### src/rtl/dacpf_pkg.sv
package dacpf_pkg;

    typedef enum logic {
        MODE_SHARED = 1'b0,
        MODE_DUAL   = 1'b1
    } bus_mode_t;

    typedef enum logic [1:0] {
        DIV_HELD = 2'd0,
        DIV_LOW  = 2'd1,
        DIV_HIGH = 2'd2
    } div_state_t;

    localparam int STB_WR_A = 0;
    localparam int STB_WR_B = 1;
    localparam int STB_UP_A = 2;
    localparam int STB_UP_B = 3;
    localparam int NUM_STB  = 4;

endpackage

### src/rtl/dacpf_strobe_hist.sv
module dacpf_strobe_hist #(
    parameter int N = 4
) (
    input  logic         clk,
    input  logic         rst_n,
    input  logic [N-1:0] pin,
    output logic [N-1:0] prev
);

    generate
        for (genvar i = 0; i < N; i++) begin : g_bit
            always_ff @(posedge clk or negedge rst_n) begin
                if (!rst_n) begin
                    prev[i] <= 1'b0;
                end else begin
                    prev[i] <= pin[i];
                end
            end
        end
    endgenerate

endmodule

### src/rtl/dacpf_capture.sv
module dacpf_capture
    import dacpf_pkg::*;
#(
    parameter int W = 14
) (
    input  logic      clk,
    input  logic      rst_n,
    input  bus_mode_t mode,
    input  logic      cap_a,
    input  logic      cap_b,
    input  logic      handoff,
    input  logic      sel,
    input  logic [W-1:0] din_a,
    input  logic [W-1:0] din_b,
    output logic [W-1:0] word_a,
    output logic [W-1:0] word_b
);

    logic [W-1:0] hold_a, hold_b;
    logic [W-1:0] hold_a_nx, hold_b_nx;
    logic [W-1:0] pass_a, pass_b;

    // Input registers: default next value is the register itself (feedback hold)
    always_comb begin
        hold_a_nx = hold_a;
        hold_b_nx = hold_b;
        unique case (mode)
            MODE_DUAL: begin
                if (cap_a) hold_a_nx = din_a;
                if (cap_b) hold_b_nx = din_b;
            end
            MODE_SHARED: begin
                if (cap_a) begin
                    if (sel) hold_a_nx = din_a;
                    else     hold_b_nx = din_a;
                end
            end
            default: ;
        endcase
    end

    always_ff @(posedge clk or negedge rst_n) begin
        if (!rst_n) begin
            hold_a <= '0;
            hold_b <= '0;
        end else begin
            hold_a <= hold_a_nx;
            hold_b <= hold_b_nx;
        end
    end

    // Handoff registers: loaded on the falling write level in shared-port mode
    always_ff @(posedge clk or negedge rst_n) begin
        if (!rst_n) begin
            pass_a <= '0;
            pass_b <= '0;
        end else if (mode == MODE_SHARED && handoff) begin
            pass_a <= hold_a;
            pass_b <= hold_b;
        end
    end

    assign word_a = (mode == MODE_DUAL) ? hold_a : pass_a;
    assign word_b = (mode == MODE_DUAL) ? hold_b : pass_b;

endmodule

### src/rtl/dacpf_pair_div.sv
module dacpf_pair_div
    import dacpf_pkg::*;
(
    input  logic clk,
    input  logic rst_n,
    input  logic active,
    input  logic tick,
    input  logic pair_hold,
    output logic core_evt
);

    div_state_t state_q, state_nx;

    // State register
    always_ff @(posedge clk or negedge rst_n) begin
        if (!rst_n) begin
            state_q <= DIV_HELD;
        end else begin
            state_q <= state_nx;
        end
    end

    // Next state
    always_comb begin
        state_nx = state_q;
        if (!active || pair_hold) begin
            state_nx = DIV_HELD;
        end else begin
            unique case (state_q)
                DIV_HELD: state_nx = tick ? DIV_HIGH : DIV_LOW;
                DIV_LOW:  state_nx = tick ? DIV_HIGH : DIV_LOW;
                DIV_HIGH: state_nx = tick ? DIV_LOW  : DIV_HIGH;
                default:  state_nx = DIV_HELD;
            endcase
        end
    end

    // Outputs: a core update is the rising half of the divided clock
    always_comb begin
        core_evt = 1'b0;
        if (active && !pair_hold && tick) begin
            unique case (state_q)
                DIV_HELD, DIV_LOW: core_evt = 1'b1;
                DIV_HIGH:          core_evt = 1'b0;
                default:           core_evt = 1'b0;
            endcase
        end
    end

endmodule

### src/rtl/dacpf_core_pipe.sv
module dacpf_core_pipe #(
    parameter int W     = 14,
    parameter int DEPTH = 4
) (
    input  logic         clk,
    input  logic         rst_n,
    input  logic         adv,
    input  logic [W-1:0] din,
    output logic [W-1:0] dout
);

    logic [W-1:0] stg [DEPTH];

    generate
        for (genvar s = 0; s < DEPTH; s++) begin : g_stg
            if (s == 0) begin : g_head
                always_ff @(posedge clk or negedge rst_n) begin
                    if (!rst_n)   stg[0] <= '0;
                    else if (adv) stg[0] <= din;
                end
            end else begin : g_body
                always_ff @(posedge clk or negedge rst_n) begin
                    if (!rst_n)   stg[s] <= '0;
                    else if (adv) stg[s] <= stg[s-1];
                end
            end
        end
    endgenerate

    assign dout = stg[DEPTH-1];

endmodule

### src/rtl/dac_pair_front.sv
module dac_pair_front
    import dacpf_pkg::*;
#(
    parameter int DATA_W  = 14,
    parameter int LATENCY = 4
) (
    input  logic              clk,
    input  logic              rst_n,
    input  logic              mode_sel,
    input  logic              sleep,
    input  logic              wrt_a,
    input  logic              wrt_b_sel,
    input  logic              upd_a,
    input  logic              upd_b_prst,
    input  logic [DATA_W-1:0] din_a,
    input  logic [DATA_W-1:0] din_b,
    output logic [DATA_W-1:0] code_a,
    output logic [DATA_W-1:0] code_b,
    output logic [DATA_W-1:0] code_a_n,
    output logic [DATA_W-1:0] code_b_n,
    output logic              pwr_down
);

    localparam int                NCH      = 2;
    localparam logic [DATA_W-1:0] CODE_MAX = '1;

    bus_mode_t          mode_q;
    logic [NUM_STB-1:0] pins, prev, rise;
    logic               wr_fall;
    logic               core_evt;
    logic [DATA_W-1:0]  word [NCH];
    logic [DATA_W-1:0]  code [NCH];
    logic [NCH-1:0]     adv;
    logic [NCH-1:0]     own_up;

    // Mode is taken only while held in reset
    always_ff @(posedge clk) begin
        if (!rst_n) mode_q <= bus_mode_t'(mode_sel);
    end

    assign pins = {upd_b_prst, upd_a, wrt_b_sel, wrt_a};

    dacpf_strobe_hist #(.N(NUM_STB)) u_hist (
        .clk   (clk),
        .rst_n (rst_n),
        .pin   (pins),
        .prev  (prev)
    );

    assign rise    = pins & ~prev;
    assign wr_fall = prev[STB_WR_A] & ~pins[STB_WR_A];

    dacpf_capture #(.W(DATA_W)) u_cap (
        .clk     (clk),
        .rst_n   (rst_n),
        .mode    (mode_q),
        .cap_a   (rise[STB_WR_A]),
        .cap_b   (rise[STB_WR_B]),
        .handoff (wr_fall),
        .sel     (wrt_b_sel),
        .din_a   (din_a),
        .din_b   (din_b),
        .word_a  (word[0]),
        .word_b  (word[1])
    );

    dacpf_pair_div u_div (
        .clk       (clk),
        .rst_n     (rst_n),
        .active    (mode_q == MODE_SHARED),
        .tick      (rise[STB_UP_A] & ~sleep),
        .pair_hold (upd_b_prst),
        .core_evt  (core_evt)
    );

    assign own_up = {rise[STB_UP_B], rise[STB_UP_A]};

    generate
        for (genvar ch = 0; ch < NCH; ch++) begin : g_ch
            assign adv[ch] = ~sleep & ((mode_q == MODE_DUAL) ? own_up[ch] : core_evt);

            dacpf_core_pipe #(.W(DATA_W), .DEPTH(LATENCY)) u_pipe (
                .clk   (clk),
                .rst_n (rst_n),
                .adv   (adv[ch]),
                .din   (word[ch]),
                .dout  (code[ch])
            );
        end
    endgenerate

    always_ff @(posedge clk or negedge rst_n) begin
        if (!rst_n) pwr_down <= 1'b0;
        else        pwr_down <= sleep;
    end

    assign code_a   = code[0];
    assign code_b   = code[1];
    assign code_a_n = CODE_MAX - code[0];
    assign code_b_n = CODE_MAX - code[1];

endmodule

### config.mk
export PLATFORM = sky130hd
export DESIGN_NAME = dac_pair_front
export DESIGN_NICKNAME = d
export VERILOG_FILES = /design/src/rtl/dacpf_pkg.sv /design/src/rtl/dacpf_strobe_hist.sv /design/src/rtl/dacpf_capture.sv /design/src/rtl/dacpf_pair_div.sv /design/src/rtl/dacpf_core_pipe.sv /design/src/rtl/dac_pair_front.sv
export SDC_FILE = /design/constraint.sdc
export NUM_CORES = 1
export LEC_CHECK = 0
export ABC_AREA = 1
export CELL_PAD_IN_SITES_DETAIL_PLACEMENT = 0
export CELL_PAD_IN_SITES_GLOBAL_PLACEMENT = 1
export CORE_ASPECT_RATIO = 1.25
export CORE_MARGIN = 1
export CORE_UTILIZATION = 42
export CTS_CLUSTER_DIAMETER = 40
export DETAILED_ROUTE_END_ITERATION = 7
export PLACE_DENSITY = 0.87
export SLEW_MARGIN = 20
export SYNTH_ARGS = -nofsm -noshare
export SYNTH_HDL_FRONTEND = slang
export SYNTH_HIERARCHICAL = 1
export SYNTH_SLANG_ARGS = --single-unit
### constraint.sdc
create_clock -name clk -period 2.1 [get_ports clk]
set_input_delay 0.42 -clock clk [delete_from_list [all_inputs] [get_ports clk]]
set_output_delay 0.42 -clock clk [all_outputs]
set_load 0.01 [all_outputs]
# [After elaboration in Yosys (flattened, before gate mapping)]
# Cells that the tools add are included.
[word_totals] regBits=176 output_inout_bits=57 input_bits=36
[op_classes] eq_ne=7 add_sub_neg=2 bitwise=9 n_reduce_logical=9 muxes=18
[op_table] op="14-bit two-way mux" count=8
[op_table] op="14-bit one-hot mux with 2 select lines" count=2
[op_table] op="14-bit subtractor, first input constant" count=2
[op_table] op="2-bit two-way mux" count=3
[op_table] op="2-bit != test, second input constant" count=3
[op_table] op="3-bit AND reduction" count=2
[op_table] op="1-bit AND" count=4
[op_table] op="4-bit AND" count=1
[op_table] op="1-bit two-way mux" count=4
[op_table] op="2-bit by 1-bit != test with 1-bit output, second input constant" count=2
[op_table] op="4-bit inverter" count=1
[op_table] op="2-bit one-hot mux with 2 select lines" count=1
[op_table] op="1-bit logical AND" count=3
[op_table] op="1-bit inverter" count=3
[op_table] op="2-bit by 1-bit == test with 1-bit output, second input constant" count=1
[op_table] op="2-bit == test, second input constant" count=1
[op_table] op="2-bit logical NOT" count=1
[op_table] op="2-bit OR reduction" count=1
[op_table] op="1-bit logical NOT" count=1
[op_table] op="1-bit logical OR" count=1

# [Longest topological paths before layout]
[logic_depth] depth_word=7 depth_mapped=12 mapped_depth_nobuf=10

# [Hierarchy]
# The synthesis kept the hierarchy.
[modules_own_cells] mod="dacpf_core_pipe" seq_area_each_um2=1401.3 instances=2 area_each_um2=2219.6 cells_per_inst=251
[modules_own_cells] mod="dacpf_capture" seq_area_each_um2=1401.3 instances=1 area_each_um2=2662.6 cells_per_inst=335
[modules_own_cells] mod="dac_pair_front" seq_area_each_um2=55.1 instances=1 area_each_um2=230.2 cells_per_inst=47
[modules_own_cells] mod="dacpf_pair_div" seq_area_each_um2=50.0 instances=1 area_each_um2=106.4 cells_per_inst=15
[modules_own_cells] mod="dacpf_strobe_hist" seq_area_each_um2=100.1 instances=1 area_each_um2=100.1 cells_per_inst=4

# [Least setup slack after synthesis]
# No wires, ideal clock.
[synth_path] kind="reg2reg" from="register mode_q" to="register g_ch[0].u_pipe.stg, in the netlist g_ch[0].u_pipe/dout[0]" path_stages_with_launch=13 synth_period_minus_slack_ns=1.666 path_buffers=2 setup_time_ns=0.116 slack_ns=0.434 arrival_time_ns=1.550 path_cell_list="edfxtp_1 -> inv_1 -> inv_1 -> nor2_2 -> nand3_1 -> inv_1 -> o21bai_1 -> nor2_1 -> inv_2 -> buf_6 -> buf_2 -> nand2_1 -> nand2_1"
[synth_between] elab_chain_len=6
[synth_lines] item="start: declaration" line_no="dac_pair_front.sv:27" source="bus_mode_t mode_q;"
[synth_lines] item="start signal: assignment" line_no="dac_pair_front.sv:38" source="if (!rst_n) mode_q <= bus_mode_t'(mode_sel);"
[synth_lines] item="1-bit inverter" line_no="dac_pair_front.sv:70" source=".active (mode_q == MODE_SHARED),"
[synth_lines] item="1-bit logical AND (2 in a row)" line_no="dacpf_pair_div.sv:41" source="if (active && !pair_hold && tick) begin"
[synth_lines] item="1-bit two-way mux" line_no="dacpf_pair_div.sv:41"
[synth_lines] item="via core_evt" line_no="dac_pair_front.sv:30" source="logic core_evt;"
[synth_lines] item="1-bit two-way mux" line_no="dac_pair_front.sv:80" source="assign adv[ch] = ~sleep & ((mode_q == MODE_DUAL) ? own_up[ch] : core_evt);"
[synth_lines] item="1-bit AND" line_no="dac_pair_front.sv:80"
[synth_lines] item="via adv[0]" line_no="dac_pair_front.sv:33" source="logic [NCH-1:0] adv;"
[synth_lines] item="end signal: indexed assignment" line_no="dacpf_core_pipe.sv:24" source="else if (adv) stg[s] <= stg[s-1];"
[synth_lines] item="end: declaration" line_no="dacpf_core_pipe.sv:12" source="logic [W-1:0] stg [DEPTH];"
# The timed path passes the listed nets, and every way through them passes these cells.
# A chain may end at the register's enable or synchronous reset.

# [Worst setup path after layout]
[layout_path] from="register g_ch[0].u_pipe.stg, in the netlist g_ch[0].u_pipe/dout[8]" to="output code_a_n[8]"
[layout_between] elab_chain_len=1
[layout_lines] item="14-bit subtractor" line_no="dac_pair_front.sv:99" source="assign code_a_n = CODE_MAX - code[0];"
[layout_lines] item="end: declaration" line_no="dac_pair_front.sv:19" source="output logic [DATA_W-1:0] code_a_n,"
# No other way between the ends.

==> results.md <==
- Status: complete, no violations
- Max stage delay on crit path: 520 ps
- Max Clk Rate: 0.546 GHz
- DR WL/cell: 10.8 um
- Mapped Cells: 903
- Clock Sink Count: 176
- Tmin final: 1830 ps
- Non-Filler Instances: 1196
- R2R Path Start: mode_q$_DFFE_PN_
- Final TNS setup: 0 ps
- Setup CP Type: reg2out
- RSZ-0062 raised after global routing: false
- Die X: 122 um
- # rows: 54
- Core Area: 0.0175 mm2
- Ys Warns: 6
- Fin Clk Skew: 10.0 ps
- CP startpoint: g_ch[0].u_pipe/dout[8]$_DFFE_PN0P_
- Worst slack at placement: -27.6 ps
- Post-DP HPWL: 8260 um
- Initial antenna violation count: 0
- WL final: 12900 um
- WP buf/inv: 2
- Clock Latency Late Sink: 420 ps
- Ratio of cells with drive above 1 in the final layout: 6.17%
- Clock slew at reported path FFs: 70 ps
- Slew headroom: 37.0%
- Core Util, Final: 51.7%
- Count leader, synth: nand2_1
- Commonest cells in the netlist: nand2_1, dfrtp_1, inv_1
- Synth Area in XOR/XNOR: 0%
- Simple logic cell fraction of the synthesized area: 24.6%
- Final worst slack: 267 ps
- Critical Path RT: 1680 ps
- Peak VDD IR: 0.445 mV
- LEAKAGE: 4.70 nW
- Final setup vio count: 0
- Htree depth: 4
- Yosys top cell by area: dfrtp_1
- Synth top area share: 58.1%
- DR iter-0 viols: 355
- Avg Cell Area, Syn: 8.35 um2
- Die ar.: 0.0185 mm2
- Critical Path Sink Type: output port
- Cell breakdown of the critical path: inv_1 -> clkdlybuf4s50_1
- ANT nets after route: 0
- Post-CTS setup buffers: 0
- Nets@finish: 995
- Detailed-route via count: 5272
- PD cells: 1100 mW/mm2
- GR Overflow Total: 0
- CTS tree: yes
- Seq/Total Area, Yosys: 58.5%
- CP max stage cell: clkdlybuf4s50_1
- Max Buffers Root-to-Sink: 2
- First-pass GRT wire length: 22700 um
- DRC: 0
- DR vias/cell: 4.41
- Hold Crit Class: in2async
- Area grow syn2layout: 19.9%
- Least-Margin Pin Slew: 945 ps
- Post-synthesis compound-gate area fraction: 5.93%
- Delay-heaviest family, CP: buffers and inverters
- Starting Density: 43.1%
- Clock root buffer: clkbuf_16
- GRT Util Overall: 15.5%
- Async SR Flop Fraction: 99.4%
- DRT Pass-1 Iters: 5
- FILL cells: 1667
- Placed Cells: 1163
- Largest net degree at the start of global routing: 110
- Most frequently used flop master after synthesis: dfrtp_1
- Max cap viols: 0
- Vias in the first global route: 4902
- Area contributors post-synth: dfrtp_1, nand2_1, o21ai_0
- Period utilization: 87.3%
- Num CTS Buffers: 17
- Synth Area in Adders: 0%
- Yosys reg bits: 176
- Startpoint Class: flop
- Largest family of logic cells by synthesized area: simple AND/OR/NAND/NOR gates
- Crit-path max FO: 3
- Synth unique cells: 20
- Netlist Area Pre-Place: 0.00754 mm2
- Final Hold Vio Count: 0
- Syn Nets: 939
- Io pins: 93
- Count of final max-slew check failures: 0
- Die Ht: 152 um
- Multiplexer share of the synthesized area: 0%
- Inserted Diodes: 0
- Number of synthesized flops with an enable pin: 1
- Routability cong.: 0.762
- CP Data Arrival Time: 1410 ps
- Port buffer count: 92
## final cells by class
type,instances,area (um2),share of cell area (%)
Sequential cell,176,4410,48.8
Multi-Input combinational cell,571,2320,25.6
Tap cell,224,280,3.10
Clock buffer,17,425,4.71
Clock inverter,15,153,1.69
Timing Repair Buffer,109,1140,12.6
Inverter,84,315,3.49
## power breakdown
| part | switching, mW | total [mW] | internal, mW |
|---|---|---|---|
| Combinational | 1.08 | 2.20 | 1.12 |
| Sequential | 0.493 | 4.77 | 4.27 |
| Clock | 1.42 | 2.99 | 1.57 |
## metrics by stage
step                area (um2)  hold slack (ps)  power (mW)
floorplan                 7540              124        6.19
global placement          8450              228        6.99
detailed placement        8450              231        7.06
CTS                       9040              337        10.1
global route              9040              364        10.6
finish                    9040              353        9.96
## final timing paths
path	endpoint	slack [ps]	cells past startpoint
min reg2reg	g_ch[1].u_pipe/stg[22]$_DFFE_PN0P_	470	2
min in group clk	g_ch[1].u_pipe/stg[22]$_DFFE_PN0P_	470	2
min	u_cap/hold_b[0]$_DFFE_PN0P_	350	2
max in group asynchronous	g_ch[0].u_pipe/dout[0]$_DFFE_PN0P_	970	3
max reg2reg	u_cap/hold_a[2]$_DFFE_PN0P_	290	3
max	code_a_n[8]	270	2
## logic make-up (layout without fill, tap and decap cells)
| group | after synthesis | after routing |
|---|---|---|
| DFF | 176 | 176 |
| and+or+nand+nor | 483 | 483 |
| buffers and inverters | 156 | 225 |
| AOI/OAI and AO/OA | 88 | 88 |
## metal layers
layer | GRT usage, % | share of wire [%]
met5 | 0 | 0
met4 | 6.11 | 1.3
met3 | 3.26 | 2.8
met2 | 24.8 | 45
met1 | 20.6 | 50
## layout by cell type (no fill, tap or decap)
cell             count
o21ai_1             20
clkinv_4             2
edfxtp_1             1
clkbuf_16           17
clkinv_8             3
buf_12               7
nand2_1            453
inv_6                3
o21ai_0             64
clkdlybuf4s50_1     91
nand2_2              1
o21ai_2              1
inv_2                3
buf_4                9
inv_1               81
nor2_2               2
clkinvlp_4           5
inv_8                2
nor2_4               2
buf_6                1
a21oi_1              2
dlygate4sd3_1        1
o21bai_1             1
dfrtp_1            175
nor2_1               7
nand3_1             16
nand2_4              2
## flip-flops by register name, indices dropped and copies added (netlist names)
register / flops
u_cap/pass_a: 14
g_ch.u_pipe/dout: 28
mode_q: 1
u_div/state_q: 2
u_hist/prev: 4
u_cap/hold_a: 14
g_ch.u_pipe/stg: 84
u_cap/hold_b: 14
pwr_down: 1
u_cap/pass_b: 14
## repair_timing
action | CTS | global route
hold buffers | 1 | 0
resized for setup | 0 | 0
hold endpoints to repair | 5 | 0
Note: power is estimated with default switching activity, not from simulation.
